--- src/rtl/conv_sched_pkg.sv ---
package conv_sched_pkg;

  localparam int CFG_SHUTDOWN_BIT = 0;
  localparam int CFG_ONESHOT_BIT  = 5;

  typedef enum logic [1:0] {
    ST_OFF,   // converter unpowered
    ST_RUN,   // continuous conversions
    ST_ARM,   // one-shot: powered, waiting for a tick
    ST_BUSY   // one-shot: conversion in progress
  } schedState_t;

  typedef struct packed {
    logic cntClear;
    logic cntAdvance;
  } cntCtl_t;

endpackage

--- src/rtl/conv_sched_dp.sv ---
module conv_sched_dp
  import conv_sched_pkg::*;
#(
  parameter int PERIOD_TICKS = 100
) (
  input  logic    clk,
  input  logic    rstN,
  input  cntCtl_t cntCtl,
  output logic    periodHit
);

  localparam int CNT_W = (PERIOD_TICKS > 1) ? $clog2(PERIOD_TICKS) : 1;
  localparam logic [CNT_W-1:0] CNT_LAST = CNT_W'(PERIOD_TICKS - 1);

  logic [CNT_W-1:0] tickCount;

  always_ff @(posedge clk or negedge rstN) begin
    if (!rstN) begin
      tickCount <= '0;
    end else if (cntCtl.cntClear) begin
      tickCount <= '0;
    end else if (cntCtl.cntAdvance) begin
      tickCount <= (tickCount == CNT_LAST) ? '0 : tickCount + 1'b1;
    end
  end

  assign periodHit = cntCtl.cntAdvance && (tickCount == CNT_LAST);

  AST_COUNT_IN_RANGE: assert property (@(posedge clk) disable iff (!rstN)
    tickCount <= CNT_LAST);

  AST_CLEAR_RESTARTS: assert property (@(posedge clk) disable iff (!rstN)
    cntCtl.cntClear |=> (tickCount == '0));

endmodule

--- src/rtl/conv_sched_ctrl.sv ---
module conv_sched_ctrl
  import conv_sched_pkg::*;
#(
  parameter logic [7:0] TRIGGER_PTR = 8'h04
) (
  input  logic       clk,
  input  logic       rstN,
  input  logic [7:0] cfgReg,
  input  logic       ptrWrite,
  input  logic [7:0] ptrByte,
  input  logic       tick,
  input  logic       convDone,
  input  logic       periodHit,
  output cntCtl_t    cntCtl,
  output logic       powerEn,
  output logic       convStart
);

  schedState_t state, stateNext;
  logic        startQ, startNext;
  logic        shutdownMode, oneShotMode, contMode, trigHit;

  assign shutdownMode = cfgReg[CFG_SHUTDOWN_BIT];
  assign oneShotMode  = !shutdownMode && cfgReg[CFG_ONESHOT_BIT];
  assign contMode     = !shutdownMode && !cfgReg[CFG_ONESHOT_BIT];
  assign trigHit      = ptrWrite && (ptrByte == TRIGGER_PTR);

  always_comb begin
    stateNext = state;
    startNext = 1'b0;
    if (shutdownMode) begin
      stateNext = ST_OFF;
    end else if (contMode) begin
      stateNext = ST_RUN;
      startNext = (state == ST_RUN) && periodHit;
    end else begin
      unique case (state)
        ST_RUN:  stateNext = ST_OFF;
        ST_OFF:  if (trigHit) stateNext = ST_ARM;
        ST_ARM:  if (tick) begin
                   stateNext = ST_BUSY;
                   startNext = 1'b1;
                 end
        ST_BUSY: if (convDone) stateNext = ST_OFF;
        default: stateNext = ST_OFF;
      endcase
    end
  end

  always_comb begin
    cntCtl.cntClear   = (state != ST_RUN);
    cntCtl.cntAdvance = (state == ST_RUN) && contMode && tick;
  end

  always_ff @(posedge clk or negedge rstN) begin
    if (!rstN) begin
      state  <= ST_OFF;
      startQ <= 1'b0;
    end else begin
      state  <= stateNext;
      startQ <= startNext;
    end
  end

  assign powerEn   = (state != ST_OFF);
  assign convStart = startQ;

  AST_SHUTDOWN_QUIET: assert property (@(posedge clk) disable iff (!rstN)
    shutdownMode |=> (!powerEn && !convStart));

  AST_BAD_PTR_IGNORED: assert property (@(posedge clk) disable iff (!rstN)
    (oneShotMode && state == ST_OFF && !trigHit) |=> (!powerEn && !convStart));

  AST_ARM_THEN_START: assert property (@(posedge clk) disable iff (!rstN)
    (oneShotMode && state == ST_ARM && tick) |=> convStart);

  AST_NO_RETRIGGER: assert property (@(posedge clk) disable iff (!rstN)
    (state == ST_BUSY) |=> !convStart);

  AST_START_ONE_CYCLE: assert property (@(posedge clk) disable iff (!rstN)
    convStart |=> !convStart);

  AST_POWER_AROUND_START: assert property (@(posedge clk) disable iff (!rstN)
    convStart |-> (powerEn && $past(powerEn)));

endmodule

--- src/rtl/conv_sched.sv ---
module conv_sched
  import conv_sched_pkg::*;
#(
  parameter int         PERIOD_TICKS = 100,
  parameter logic [7:0] TRIGGER_PTR  = 8'h04
) (
  input  logic       clk,
  input  logic       rstN,
  input  logic [7:0] cfgReg,
  input  logic       ptrWrite,
  input  logic [7:0] ptrByte,
  input  logic       tick,
  input  logic       convDone,
  output logic       powerEn,
  output logic       convStart
);

  cntCtl_t cntCtl;
  logic    periodHit;

  conv_sched_ctrl #(
    .TRIGGER_PTR(TRIGGER_PTR)
  ) i_ctrl (
    .clk       (clk),
    .rstN      (rstN),
    .cfgReg    (cfgReg),
    .ptrWrite  (ptrWrite),
    .ptrByte   (ptrByte),
    .tick      (tick),
    .convDone  (convDone),
    .periodHit (periodHit),
    .cntCtl    (cntCtl),
    .powerEn   (powerEn),
    .convStart (convStart)
  );

  conv_sched_dp #(
    .PERIOD_TICKS(PERIOD_TICKS)
  ) i_dp (
    .clk       (clk),
    .rstN      (rstN),
    .cntCtl    (cntCtl),
    .periodHit (periodHit)
  );

endmodule

--- config.mk ---
export PLATFORM = sky130hd
export DESIGN_NAME = conv_sched
export DESIGN_NICKNAME = d
export VERILOG_FILES = /design/src/rtl/conv_sched_pkg.sv /design/src/rtl/conv_sched_dp.sv /design/src/rtl/conv_sched_ctrl.sv /design/src/rtl/conv_sched.sv
export SDC_FILE = /design/constraint.sdc
export NUM_CORES = 1
export LEC_CHECK = 0
export BUFFER_PORTS_ARGS = -buffer_cell sky130_fd_sc_hd__buf_2
export CAP_MARGIN = 40
export CELL_PAD_IN_SITES_DETAIL_PLACEMENT = 1
export CELL_PAD_IN_SITES_GLOBAL_PLACEMENT = 1
export CORE_MARGIN = 2
export CORE_UTILIZATION = 38
export CTS_BUF_LIST = sky130_fd_sc_hd__clkbuf_2 sky130_fd_sc_hd__clkbuf_4 sky130_fd_sc_hd__clkbuf_8
export CTS_CLUSTER_DIAMETER = 100
export CTS_CLUSTER_SIZE = 8
export DETAILED_ROUTE_END_ITERATION = 12
export PLACE_DENSITY = 0.81
export SLEW_MARGIN = 20
export SYNTH_ARGS = -nofsm -noshare
export SYNTH_HDL_FRONTEND = slang
export SYNTH_SLANG_ARGS = --single-unit
--- constraint.sdc ---
create_clock -name clk -period 3.5 [get_ports clk]
set_input_delay 0.175 -clock clk [delete_from_list [all_inputs] [get_ports clk]]
set_output_delay 0.175 -clock clk [all_outputs]
set_load 0.01 [all_outputs]
==> After elaboration in Yosys (flattened, before gate mapping) <==
Cells that the tools add are included.
{ "totals": {"register_bits": 10, "input_bits": 21, "out_inout_bits": 2, "word_cells": 38} }
{ "op_classes": {"add_sub_neg": 1, "n_eq_ne": 9, "mux": 13, "n_reduce_logical": 12} }
{ "ops": {"columns": ["cell", "n"], "rows": [
  ["$mux W7", 3],
  ["$mux W2", 5],
  ["$eq A8 B3 Y1 const B", 1],
  ["$ne A4 B3 Y1 const B", 2],
  ["$pmux W2 S4", 1],
  ["$add A7 B1 Y7 const B", 1],
  ["$eq A7 B7 Y1 const B", 1],
  ["$logic_and A1 B1 Y1", 6],
  ["$eq A2 B2 Y1 const B", 2],
  ["$mux W1", 4],
  ["$ne A4 B2 Y1 const B", 1],
  ["$reduce_bool A2 Y1", 2],
  ["$reduce_and A3 Y1", 1],
  ["$eq A2 B1 Y1 const B", 1],
  ["$logic_not A1 Y1", 2],
  ["$logic_not A2 Y1", 1],
  ["$ne A2 B1 Y1 const B", 1]
]} }

==> Logic depth before layout (Yosys ltp) <==
{ "logic_depth": {"word_depth": 8, "mapped_depth": 4, "mapped_depth_nobuf": 4} }

==> Modules after synthesis <==
A second synthesis with hierarchy kept.
{ "hier_totals": {"hier_cells": 62, "area_unflattened_um2": 588.1} }
{ "modules_own_cells": {"columns": ["module", "instances", "cells_each", "area_each_um2", "seq_area_each_um2"], "rows": [
  ["conv_sched_dp", 1, 42, 400.4, 175.2],
  ["conv_sched_ctrl", 1, 20, 187.7, 75.1]
]} }

==> Worst setup path after synthesis <==
No wires, ideal clock.
{ "synth_timing": {"kind": "reg2reg", "from": "register i_dp.tickCount[2]", "to": "register i_ctrl.startQ, in the netlist i_ctrl.convStart", "setup_ns": 0.080, "arrival_time_ns": 1.236, "required_time_ns": 3.420, "setup_slack_ns": 2.184, "stages_incl_launch_ff": 5, "path_buffers": 0, "synth_period_minus_slack_ns": 1.316, "cell_sequence": "dfrtp_1 > and2b_1 > nand4_2 > o32a_1 > nor3b_2"} }
{ "synth_via": {"elab_chain_cells": 5} }
{ "synth_rtl": {"columns": ["item", "line", "rtl"], "rows": [
  ["from (decl)", "conv_sched_dp.sv:15", "logic [CNT_W-1:0] tickCount;"],
  ["from (signal assigned)", "conv_sched_dp.sv:23", "tickCount <= (tickCount == CNT_LAST) ? '0 : tickCount + 1'b1;"],
  ["$eq A7 B7 Y1", "conv_sched_dp.sv:27", "assign periodHit = cntCtl.cntAdvance && (tickCount == CNT_LAST);"],
  ["$logic_and A1 B1 Y1", "conv_sched_dp.sv:27", null],
  ["$logic_and A1 B1 Y1", "conv_sched_ctrl.sv:35", "startNext = (state == ST_RUN) && periodHit;"],
  ["$mux W1", "conv_sched_ctrl.sv:33", "end else if (contMode) begin"],
  ["$mux W1", "conv_sched_ctrl.sv:31", "if (shutdownMode) begin"],
  ["net i_ctrl.startNext", "conv_sched_ctrl.sv:20", "logic startQ, startNext;"],
  ["to (signal assigned)", "conv_sched_ctrl.sv:61", "startQ <= startNext;"],
  ["to (decl)", "conv_sched_ctrl.sv:20", null]
]} }
The timed path passes the listed nets, and every way through them passes these cells.
A chain may end at the register's enable or synchronous reset.

==> Final worst setup path <==
{ "layout_timing": {"from": "register i_dp.tickCount[0]", "to": "register i_ctrl.startQ, in the netlist i_ctrl.convStart"} }
The elaborated chain is that of the path after synthesis.

==> flow_summary.json <==
{
  "outcome": "finished clean",
  "coreArea_um2": 1471,
  "cts_buffer_depth": 2,
  "leakagePower_nw": 0.3110,
  "wl_met1_um": 582,
  "htree_levels": 1,
  "setup.worst_path.end_class": "flip-flop",
  "yosys-top-cells-count": "10 x dfrtp_1, 8 x nand2_1, 7 x a21oi_1, 4 x nor2_1, 3 x nand4_1",
  "fin_worst_skew_ns": 0.0003888,
  "final_net_count": 103,
  "dr.first_iter.drc_count": 4,
  "syn_to_final_growth_pct": 24.68,
  "fin_util": 0.4898,
  "power_density_nw_per_um2": 340.6,
  "drv_cap": 0,
  "wl_per_cell_um": 14.66,
  "die_y_um": 43,
  "dpl_worst_slack_ns": 2.005,
  "post-route-period-util": 0.4247,
  "drive_above_1_share": 0.3250,
  "worst-path-max-fanout": 5,
  "yosysTopAreaCell": "dfrtp_1",
  "syn_nets": 82,
  "rr_endpoint": "i_ctrl.convStart$_DFF_PN0_",
  "min_path_cells": 2,
  "finalSetupViolations": 0,
  "ctsRootBufferMaster": "clkbuf_4",
  "ir_drop_uv": 173.6,
  "cts_tree": "done",
  "ant_nets": 0,
  "slew_violations": 0,
  "synth_ff_type": "dfrtp_1",
  "syn_area_per_cell_um2": 9.634,
  "clkLatencyLatePin_ns": 0.28,
  "dieArea_um2": 1849,
  "grt_start_max_net_pins": 11,
  "hold_violations": 0,
  "place_hpwl_mm": 1.107,
  "clk_pin_slew_ns": 0.06,
  "maxSlewHeadroom": 0.7707,
  "pin_count": 23,
  "yosysSeqAreaShare": 0.4329,
  "clock-sinks": 10,
  "synth_edf_count": 0,
  "yosys_warnings": 0,
  "grt_pass1_wl_mm": 2.477,
  "reg2reg_slack_ns": 2.01,
  "antenna_found_initial": 0,
  "start_kind": "flip-flop",
  "overflow": 0,
  "row_count": 14,
  "wl_met2_um": 746,
  "wl_met3_um": 56,
  "min-delay-path-class": "input port to flip-flop",
  "synth_top_area_frac": 0.4329,
  "synthesis.instances": 60,
  "min-delay-start": "cfgReg[0]",
  "async_flop_share": 1.000,
  "die_w_um": 43,
  "min_to": "i_ctrl.convStart$_DFF_PN0_",
  "cp.arrival_ns": 1.69,
  "synth_area_um2": 578.1,
  "fmax_ghz": 0.6727,
  "numCtsBuffers": 3,
  "finalSetupTns_ns": 0,
  "cp.required_ns": 3.70,
  "place_congestion": 0.7092,
  "fin_ws_ns": 2.013,
  "maxUsedRoutingLayer": "met4",
  "tightest_slew_ns": 0.3439,
  "r2r-start": "i_dp.tickCount[0]$_DFFE_PN0P_",
  "drc": 0,
  "synth_area_leaders": "dfrtp_1 43%, a21oi_1 6.1%, nand2_1 5.2%",
  "ys_types": 30,
  "synth-seq-cells": 10,
  "diodes": 0,
  "min_period_ns": 1.487,
  "start_util": 0.3929,
  "vias_per_cell": 5.719,
  "wirelength_mm": 1.407,
  "vias": 549,
  "synth.most_common_cell": "dfrtp_1",
  "rr_worst_depth": 4,
  "grt_pass1_vias": 570,
  "io_buffers": 16,
  "firstDrtPassIters": 2,
  "track_usage": 0.1898,
  "crit_type": "flip-flop to flip-flop",
  "rsz0062_at_grt": "false"
}
## how the worst max path moves through the flow
stage                                        startpoint                         end  slack (ns)
after floorplan           i_dp.tickCount[2]$_DFFE_PN0P_  i_ctrl.convStart$_DFF_PN0_        2.18
after global placement    i_dp.tickCount[0]$_DFFE_PN0P_  i_ctrl.convStart$_DFF_PN0_        2.05
after detailed placement  i_dp.tickCount[0]$_DFFE_PN0P_  i_ctrl.convStart$_DFF_PN0_        2.01
after CTS                 i_dp.tickCount[0]$_DFFE_PN0P_  i_ctrl.convStart$_DFF_PN0_        1.99
after global routing      i_dp.tickCount[0]$_DFFE_PN0P_  i_ctrl.convStart$_DFF_PN0_        1.92
final                     i_dp.tickCount[0]$_DFFE_PN0P_  i_ctrl.convStart$_DFF_PN0_        2.01
## per-layer routing
metal | vias up | GRT usage
met4 | 0 | 0.09091
met5 | - | 0
met3 | 2 | 0.08936
met1 | 273 | 0.1931
li1 | 266 | -
met2 | 8 | 0.3242
## worst max-delay path, stage by stage (launching register included)
cell,delay (ns)
dfrtp_1,0.41
ha_1,0.28
nand4_2,0.19
o32a_1,0.39
nor3b_2,0.15
## stage by stage
step | cell area, um2 | power (mW) | instances | hold WS, ns
5_1_grt | 720.7 | 0.2600 | 96 | 0.1407
4_1_cts | 720.7 | 0.2532 | 96 | 0.1336
3_5_place_dp | 674.4 | 0.1412 | 91 | 0.04974
2_1_floorplan | 578.1 | 0.1269 | 60 | -0.1206
6_report | 720.7 | 0.2455 | 96 | 0.1495
3_3_place_gp | 674.4 | 0.1402 | 91 | 0.04999
## timing repair
action,4_1_cts,5_1_grt
resized for setup,0,0
buffers inserted,0,0
hold buffers,1,0
hold endpoints to repair,10,0
endpoints found under the setup margin,0,0
## state kept, by name, summed over array words and instances (netlist names)
register / count
i_dp.tickCount: 7
i_ctrl.state: 2
i_ctrl.convStart: 1
## logic make-up after synthesis
kind of cell,after synthesis,share of synthesized area
AOI/OAI and AO/OA,13,0.1385
DFF,10,0.4329
buffers and inverters,2,0.01297
adders and majority gates,1,0.02164
xor gates and xnor gates,2,0.03031
and+or+nand+nor,32,0.3637
## cells in the final DEF, fill, tap and decap left out, types with 2 or more instances in the layout
master,instances
nor4_1,2
nand2_1,8
a21oi_1,7
dfrtp_1,10
nand4_1,3
nand3_1,2
nor2_1,4
clkbuf_4,3
xor2_1,2
buf_2,16
## power breakdown
group | switching (mW) | internal [mW]
Sequential | 0.00120 | 0.116
Combinational | 0.0113 | 0.0105
Clock | 0.0428 | 0.0634
Total | 0.0553 | 0.190
## final cells by class
| class | instances | area (um2) |
|---|---|---|
| Timing Repair Buffer | 17 | 90.09 |
| Clock buffer | 4 | 36.28 |
| Fill cell | 179 | 750.7 |
| Multi-Input combinational cell | 48 | 320.3 |
| Inverter | 1 | 3.754 |
| Sequential cell | 10 | 250.2 |
| Tap cell | 16 | 20.02 |
No activity file was read; power rests on OpenSTA's default activity.
